<file path="src/rtl/lfsr_timing_pkg.sv">
package lfsr_timing_pkg;
  parameter int POS_W = 16;
  // feedback taps: bits 15, 4, 2, 1
  parameter logic [POS_W-1:0] TAP_MASK = 16'h8016;
  localparam logic [POS_W-1:0] SEED = '1;
  localparam int DEPTH_W = 8;

  typedef struct packed {
    logic hWrap;   // last pixel of the line is being consumed
    logic vWrap;   // last line of the frame ends on this pixel
  } posStrobe_t;

  function automatic logic [POS_W-1:0] lfsrNext(input logic [POS_W-1:0] s);
    return {s[POS_W-2:0], ^(s & TAP_MASK)};
  endfunction
endpackage

</file>
<file path="src/rtl/raster_pos_dp.sv">
module raster_pos_dp
  import lfsr_timing_pkg::*;
(
  input  logic             clk,
  input  logic             rstN,
  input  logic             pixEn,
  input  posStrobe_t       strobe,
  output logic [POS_W-1:0] hPos,
  output logic [POS_W-1:0] vPos
);

  always_ff @(posedge clk) begin
    if (!rstN) begin
      hPos <= SEED;
      vPos <= SEED;
    end else if (pixEn) begin
      if (strobe.hWrap) begin
        hPos <= SEED;
        vPos <= strobe.vWrap ? SEED : lfsrNext(vPos);
      end else begin
        hPos <= lfsrNext(hPos);
      end
    end
  end

  p_hold_r3: assert property (@(posedge clk) disable iff (!rstN)
    !pixEn |=> $stable(hPos) && $stable(vPos));

  p_hstep_r2: assert property (@(posedge clk) disable iff (!rstN)
    pixEn && !strobe.hWrap |=> hPos == lfsrNext($past(hPos)) && $stable(vPos));

  p_hwrap_r4: assert property (@(posedge clk) disable iff (!rstN)
    pixEn && strobe.hWrap |=> hPos == SEED);

  p_vstep_r4: assert property (@(posedge clk) disable iff (!rstN)
    pixEn && strobe.hWrap && !strobe.vWrap |=> vPos == lfsrNext($past(vPos)));

  p_vwrap_r5: assert property (@(posedge clk) disable iff (!rstN)
    pixEn && strobe.vWrap |=> vPos == SEED);

endmodule

</file>
<file path="src/rtl/raster_match_ctrl.sv">
module raster_match_ctrl
  import lfsr_timing_pkg::*;
(
  input  logic             clk,
  input  logic             rstN,
  input  logic             pixEn,
  input  logic [POS_W-1:0] hPos,
  input  logic [POS_W-1:0] vPos,
  input  logic [POS_W-1:0] hStartCmp,
  input  logic [POS_W-1:0] hStopCmp,
  input  logic [POS_W-1:0] vStartCmp,
  input  logic [POS_W-1:0] vStopCmp,
  input  logic [POS_W-1:0] hLastCmp,
  input  logic [POS_W-1:0] vLastCmp,
  input  logic [POS_W-1:0] hsyncOnCmp,
  input  logic [POS_W-1:0] hsyncOffCmp,
  input  logic [POS_W-1:0] vsyncOnCmp,
  input  logic [POS_W-1:0] vsyncOffCmp,
  output posStrobe_t       strobe,
  output logic             hActQ,
  output logic             vActQ,
  output logic             hsyncQ,
  output logic             vsyncQ
);

  localparam int NWIN = 4;
  localparam int W_HDE = 0;
  localparam int W_VDE = 1;
  localparam int W_HS  = 2;
  localparam int W_VS  = 3;

  logic [POS_W-1:0] winPos   [NWIN];
  logic [POS_W-1:0] winStart [NWIN];
  logic [POS_W-1:0] winStop  [NWIN];
  logic [NWIN-1:0]  winFlag;

  always_comb begin
    winPos[W_HDE]   = hPos;
    winPos[W_VDE]   = vPos;
    winPos[W_HS]    = hPos;
    winPos[W_VS]    = vPos;
    winStart[W_HDE] = hStartCmp;
    winStart[W_VDE] = vStartCmp;
    winStart[W_HS]  = hsyncOnCmp;
    winStart[W_VS]  = vsyncOnCmp;
    winStop[W_HDE]  = hStopCmp;
    winStop[W_VDE]  = vStopCmp;
    winStop[W_HS]   = hsyncOffCmp;
    winStop[W_VS]   = vsyncOffCmp;
  end

  // one set/clear flag per window; a stop match outranks a start match
  for (genvar i = 0; i < NWIN; i++) begin : g_win
    logic flagQ;
    logic setHit;
    logic clrHit;
    assign setHit = winPos[i] == winStart[i];
    assign clrHit = winPos[i] == winStop[i];
    always_ff @(posedge clk) begin
      if (!rstN)         flagQ <= 1'b0;
      else if (pixEn) begin
        if (clrHit)      flagQ <= 1'b0;
        else if (setHit) flagQ <= 1'b1;
      end
    end
    assign winFlag[i] = flagQ;
  end

  always_comb begin
    strobe.hWrap = hPos == hLastCmp;
    strobe.vWrap = strobe.hWrap && (vPos == vLastCmp);
  end

  assign hActQ  = winFlag[W_HDE];
  assign vActQ  = winFlag[W_VDE];
  assign hsyncQ = winFlag[W_HS];
  assign vsyncQ = winFlag[W_VS];

  p_de_edge_r6: assert property (@(posedge clk) disable iff (!rstN)
    ($rose(hActQ) || $fell(hActQ) || $rose(vActQ) || $fell(vActQ)) |-> $past(pixEn));

  p_sync_edge_r7: assert property (@(posedge clk) disable iff (!rstN)
    ($rose(hsyncQ) || $fell(hsyncQ) || $rose(vsyncQ) || $fell(vsyncQ)) |-> $past(pixEn));

  p_vwrap_line_r5: assert property (@(posedge clk) disable iff (!rstN)
    strobe.vWrap |-> strobe.hWrap);

endmodule

</file>
<file path="src/rtl/lfsr_raster_timer.sv">
module lfsr_raster_timer
  import lfsr_timing_pkg::*;
(
  input  logic               clk,
  input  logic               rstN,
  input  logic               pixEn,
  input  logic               pwrDownReq,
  input  logic [DEPTH_W-1:0] depthSel,
  input  logic [POS_W-1:0]   hStartCmp,
  input  logic [POS_W-1:0]   hStopCmp,
  input  logic [POS_W-1:0]   vStartCmp,
  input  logic [POS_W-1:0]   vStopCmp,
  input  logic [POS_W-1:0]   hLastCmp,
  input  logic [POS_W-1:0]   vLastCmp,
  input  logic [POS_W-1:0]   hsyncOnCmp,
  input  logic [POS_W-1:0]   hsyncOffCmp,
  input  logic [POS_W-1:0]   vsyncOnCmp,
  input  logic [POS_W-1:0]   vsyncOffCmp,
  output logic               hsync,
  output logic               vsync,
  output logic               dispEn,
  output logic               blanked,
  output logic               pix16
);

  localparam logic [DEPTH_W-1:0] DEPTH_16 = '0;

  posStrobe_t       strobe;
  logic [POS_W-1:0] hPos;
  logic [POS_W-1:0] vPos;
  logic             hActQ, vActQ, hsyncQ, vsyncQ;
  logic             pdQ;
  logic             pix16Q;

  raster_pos_dp u_dp (
    .clk    (clk),
    .rstN   (rstN),
    .pixEn  (pixEn),
    .strobe (strobe),
    .hPos   (hPos),
    .vPos   (vPos)
  );

  raster_match_ctrl u_ctrl (
    .clk         (clk),
    .rstN        (rstN),
    .pixEn       (pixEn),
    .hPos        (hPos),
    .vPos        (vPos),
    .hStartCmp   (hStartCmp),
    .hStopCmp    (hStopCmp),
    .vStartCmp   (vStartCmp),
    .vStopCmp    (vStopCmp),
    .hLastCmp    (hLastCmp),
    .vLastCmp    (vLastCmp),
    .hsyncOnCmp  (hsyncOnCmp),
    .hsyncOffCmp (hsyncOffCmp),
    .vsyncOnCmp  (vsyncOnCmp),
    .vsyncOffCmp (vsyncOffCmp),
    .strobe      (strobe),
    .hActQ       (hActQ),
    .vActQ       (vActQ),
    .hsyncQ      (hsyncQ),
    .vsyncQ      (vsyncQ)
  );

  always_ff @(posedge clk) begin
    if (!rstN) begin
      pdQ    <= 1'b0;
      pix16Q <= 1'b0;
    end else begin
      pdQ    <= pwrDownReq;
      pix16Q <= depthSel == DEPTH_16;
    end
  end

  assign hsync   = hsyncQ & ~pdQ;
  assign vsync   = vsyncQ & ~pdQ;
  assign dispEn  = hActQ & vActQ & ~pdQ;
  assign blanked = pdQ;
  assign pix16   = pix16Q;

  p_powerdown_r8: assert property (@(posedge clk) disable iff (!rstN)
    pwrDownReq |=> blanked && !hsync && !vsync && !dispEn);

  p_depth_r9: assert property (@(posedge clk) disable iff (!rstN)
    (depthSel == DEPTH_16) |=> pix16);

  p_reset_r1: assert property (@(posedge clk)
    !rstN |=> !hsync && !vsync && !dispEn && !blanked && !pix16);

endmodule

</file>
<file path="config.mk">
export PLATFORM = sky130hd
export DESIGN_NAME = lfsr_raster_timer
export DESIGN_NICKNAME = d
export VERILOG_FILES = /design/src/rtl/lfsr_timing_pkg.sv /design/src/rtl/raster_pos_dp.sv /design/src/rtl/raster_match_ctrl.sv /design/src/rtl/lfsr_raster_timer.sv
export SDC_FILE = /design/constraint.sdc
export NUM_CORES = 1
export LEC_CHECK = 0
export BUFFER_PORTS_ARGS = -buffer_cell sky130_fd_sc_hd__buf_2
export CAP_MARGIN = 20
export CORE_ASPECT_RATIO = 0.7
export CORE_MARGIN = 4
export CORE_UTILIZATION = 51
export CTS_CLUSTER_SIZE = 28
export DETAILED_ROUTE_END_ITERATION = 8
export PLACE_DENSITY = 0.88
export RECOVER_POWER = 100
export SLEW_MARGIN = 25
export SYNTH_ARGS = -nofsm -noshare
export SYNTH_HDL_FRONTEND = slang
export SYNTH_SLANG_ARGS = --single-unit
</file>
<file path="constraint.sdc">
create_clock -name clk -period 4.55 [get_ports clk]
set_input_delay 0.91 -clock clk [delete_from_list [all_inputs] [get_ports clk]]
set_output_delay 0.91 -clock clk [all_outputs]
set_load 0.005 [all_outputs]
</file>
Word level (Yosys, flattened, before mapping)
Index checks and enable logic that the tools add are counted.
Widths: inputs -> output; s select.
{"block": "word_totals", "reg_bits": 38, "latch_bits": 0, "ram_bits": 0, "romBits": 0, "input_bits": 172, "output_inout_bits": 5, "elab_cells": 46, "memories": 0}
{"block": "op_classes", "addsub": 0, "multipliers": 0, "div": 0, "n_lt_le_gt_ge": 0, "n_eq_ne": 10, "shift": 0, "n_mux": 10, "bitwise": 5, "n_reduce_logical": 13}
{"operator": "$eq 16x16->1", "count": 10}
{"operator": "$mux 16", "count": 2}
{"operator": "$reduce_xor 16->1", "count": 2}
{"operator": "$reduce_and 2->1", "count": 5}
{"operator": "$logic_not 8->1", "count": 1}
{"operator": "$mux 1", "count": 8}
{"operator": "$reduce_bool 2->1", "count": 4}
{"operator": "$and 1x1->1", "count": 4}
{"operator": "$logic_and 1x1->1", "count": 1}
{"operator": "$not 1->1", "count": 1}

Logic depth before layout (Yosys ltp)
{"block": "logic_depth", "ltp_word": 3, "ltp_mapped": 7, "ltp_nobuf": 5}

Cells and area by module
A second synthesis with hierarchy kept.
{"block": "hier_totals", "cells_unflattened": 423, "hier_area_um2": 3489.6}
{"mod": "raster_match_ctrl", "instances": 1, "cells_each": 264, "area_each_um2": 2123.3, "seq_area_each_um2": 80.1}
{"mod": "raster_pos_dp", "instances": 1, "cells_each": 149, "area_each_um2": 1278.7, "seq_area_each_um2": 640.6}
{"mod": "lfsr_raster_timer", "instances": 1, "cells_each": 10, "area_each_um2": 87.6, "seq_area_each_um2": 40.0}

Least setup slack after synthesis
No wires, ideal clock.
{"block": "synth_timing", "path_kind": "input port to flip-flop", "startpoint": "input port pixEn", "endpoint": "register u_dp.hPos[10]", "setup_ns": 0.137, "arrival_time_ns": 1.934, "t_required_ns": 4.413, "setup_slack_ns": 2.479, "cell_stages": 4, "path_buffers": 2, "path_cell_list": "clkbuf_1 clkbuf_1 mux2i_1 nand3_1"}
{"element": "from (decl)", "line_no": "lfsr_raster_timer.sv:6", "source": "input logic pixEn,"}
{"element": "to (signal assigned)", "line_no": "raster_pos_dp.sv:21", "source": "hPos <= lfsrNext(hPos);"}
{"element": "to (decl)", "line_no": "raster_pos_dp.sv:8", "source": "output logic [POS_W-1:0] hPos,"}

==> impl_metrics.ini <==
[outcome]
status = finished, violations left
violations = capacitance limit, slew limit

[finish]
final_cell_area_um2 = 4310
nFillCells = 545
antenna_cells = 0
area_delta_synth_final_pct = 21.5
finish.net_count = 715
layout-drive-gt1-share_pct = 33.6

[route]
routedWlPerCell_um = 17.0
drt_iter0_drc = 259
wirelength_um = 10800
dr.pass1.iters = 4
drc = 0
viasPerCell = 5.25
antenna_left = 0
dr_total_vias = 3339

[global_routing]
grt_overflow_total = 0
grt_pass1_vias = 3362
grt_max_degree = 40
grt-busiest-layer = met2
grt_usage_pct = 24.5
grt_pass1_wl_um = 16400
use_met2_pct = 40.9
antenna_found_initial = 0
use_met3_pct = 4.16
use_met1_pct = 32.2

[timing]
hold_violations = 0
fin_crit_sh_pct = 61.4
drv_slew = 40
fin_worst_skew_ns = 0.00490
maxSlewHeadroom_pct = -1.96
layout_min_cycle_time_ns = 2.80
rsz0062_at_grt = no
setup_tns_ns = 0
setup_viol = 0
tightest_slew_ns = 1.53
max_freq_mhz = 358

[cts]
cts_resized = 0
clock-sinks = 38
clk_latency_ns = 0.28
ctsHtreeMaxLevel = 2
post_cts_buffers = 0
cts_root_buffer = clkbuf_8
cts_made_buffers = 5
cts_hold_buf = 0
clockBufferDepth = 2
cts.clk_slew.worst_paths_ns = 0.07
cts_tree = yes

[power_and_ir_drop]
p_leak_nw = 1.82
worst_ir_drop_vdd_mv = 0.129
power.density_nw_per_um2 = 175

[flow_run]
max_cap_violations = 1

[setup_path]
cp_slowest_cell = clkbuf_1
critPathKind = input port to register
slowest_delay_ns = 1.08
path_buf_inv = 1
crit_arrival_ns = 2.94
cp-start-kind = input port
end_kind = register
crit_fanout = 39
path_delay_family = buffers and inverters
path_cells = clkbuf_1 -> o41ai_2 -> nor2_1 -> mux2i_1
crit_required_ns = 4.70

[logic_synthesis]
synth_cell_types = 25
synth_nets = 575
ys_ff_latch = 38
synth_largest_area_cell = xnor2_1
syn_inst = 403
mappedNetlistArea_um2 = 3550
synthDominantCellAreaShare_pct = 24.7
synth-seq-area-share_pct = 21.4
syn_avg_cell_area_um2 = 8.81
dominantRegCellSynth = dfxtp_1
synth_edf_count = 0
yosys-top-cells-count = xnor2_1 (100), xor2_1 (65), dfxtp_1 (38)
ys_async_sr_fraction_pct = 0
yosysMostFrequentCell = xnor2_1
yosys_warnings = 0
synthTopCellsByArea = xnor2_1 (25%), dfxtp_1 (21%), xor2_1 (16%)

[floorplan]
start_util_pct = 52.5
die_w_um = 108
dieArea_um2 = 8380
core_um2 = 6760
die_h_um = 77.8
io_pins = 177
rows = 25

[place]
dp_hpwl_um = 8630
port_buffers = 176
gp_congestion = 0.890
place_area_um2 = 4240

[hold_path]
hp-class = register to register
## metal layers
metal / vias up / wire, µm / part of all wire [%]
met4: 0 / 184 / 1.7
met2: 143 / 5310 / 49
met5: - / 0 / 0
met1: 1570 / 4590 / 42
li1: 1606 / - / -
met3: 20 / 741 / 6.8
## flip-flops by register name, indices dropped and copies added (netlist names)
name / cells
blanked: 1
pix16: 1
u_ctrl.hActQ: 1
u_ctrl.hsyncQ: 1
u_ctrl.vActQ: 1
u_ctrl.vsyncQ: 1
u_dp.hPos: 16
u_dp.vPos: 16
## worst reg2reg max path, delay by kind of cell (launching register included)
family          cells  cell delay (ns)
flops               1             0.59
mux                 1             0.19
xor+xnor            1             0.17
compound gates      1             1.16
simple gates        2             0.36
## power breakdown
part,switching [mW],internal (mW)
sequential,0.00615,0.334
combinational,0.0777,0.107
clock,0.111,0.117
## worst paths after layout
check,from,depth (start not counted),end,slack (ns)
hold reg to reg,u_ctrl.hsyncQ$_SDFFE_PN0P_,2,u_ctrl.hsyncQ$_SDFFE_PN0P_,0.48
setup / recovery,rstN,4,u_dp.vPos[1]$_SDFFE_PN1P_,1.75
hold / removal,u_ctrl.hsyncQ$_SDFFE_PN0P_,2,u_ctrl.hsyncQ$_SDFFE_PN0P_,0.48
setup reg to reg,u_dp.vPos[2]$_SDFFE_PN1P_,5,u_dp.vPos[1]$_SDFFE_PN1P_,2.01
## stage by stage
step	hold WS, ns	setup slack [ns]	power, mW	std cells	util [%]
2_1_floorplan	0.444	2.48	0.436	403	-
3_3_place_gp	0.465	1.71	0.525	630	62.7
3_5_place_dp	0.467	1.62	0.532	630	62.7
4_1_cts	0.484	1.89	0.754	636	63.9
5_1_grt	0.538	1.47	0.788	636	63.8
6_report	0.483	1.75	0.753	636	63.8
## layout by cell type (no fill, tap or decap)
cell,n
and2_1,1
nand3b_1,1
and2b_2,1
xor2_1,65
nand4_1,19
clkbuf_1,4
nor2_1,21
clkbuf_2,1
mux2i_1,31
dfxtp_1,38
nor2b_1,17
nand2_1,3
xnor2_2,1
a31oi_1,4
clkbuf_8,6
nand3_1,27
buf_2,171
nand4_4,1
xnor2_1,100
o21ai_0,5
o41ai_2,1
nor4_1,19
nor3_1,5
## final cells by class
cell class / instances / area, µm² / share of cell area, %
clock buffer: 6 / 82.6 / 1.91
multi-input combinational: 322 / 2480 / 57.4
sequential: 38 / 761 / 17.6
tap: 94 / 118 / 2.73
timing repair buffer: 176 / 876 / 20.3
## cell families (layout without fill, tap and decap cells)
family | count (synthesis) | after routing | share of synthesized area, %
AOI/OAI and AO/OA | 10 | 10 | 2.19
xor gates and xnor gates | 166 | 166 | 41.2
buffers and inverters | 43 | 182 | 8.74
DFF | 38 | 38 | 21.4
muxes | 31 | 31 | 8.74
and+or+nand+nor | 115 | 115 | 17.7
(Power assumes the default switching activity.)
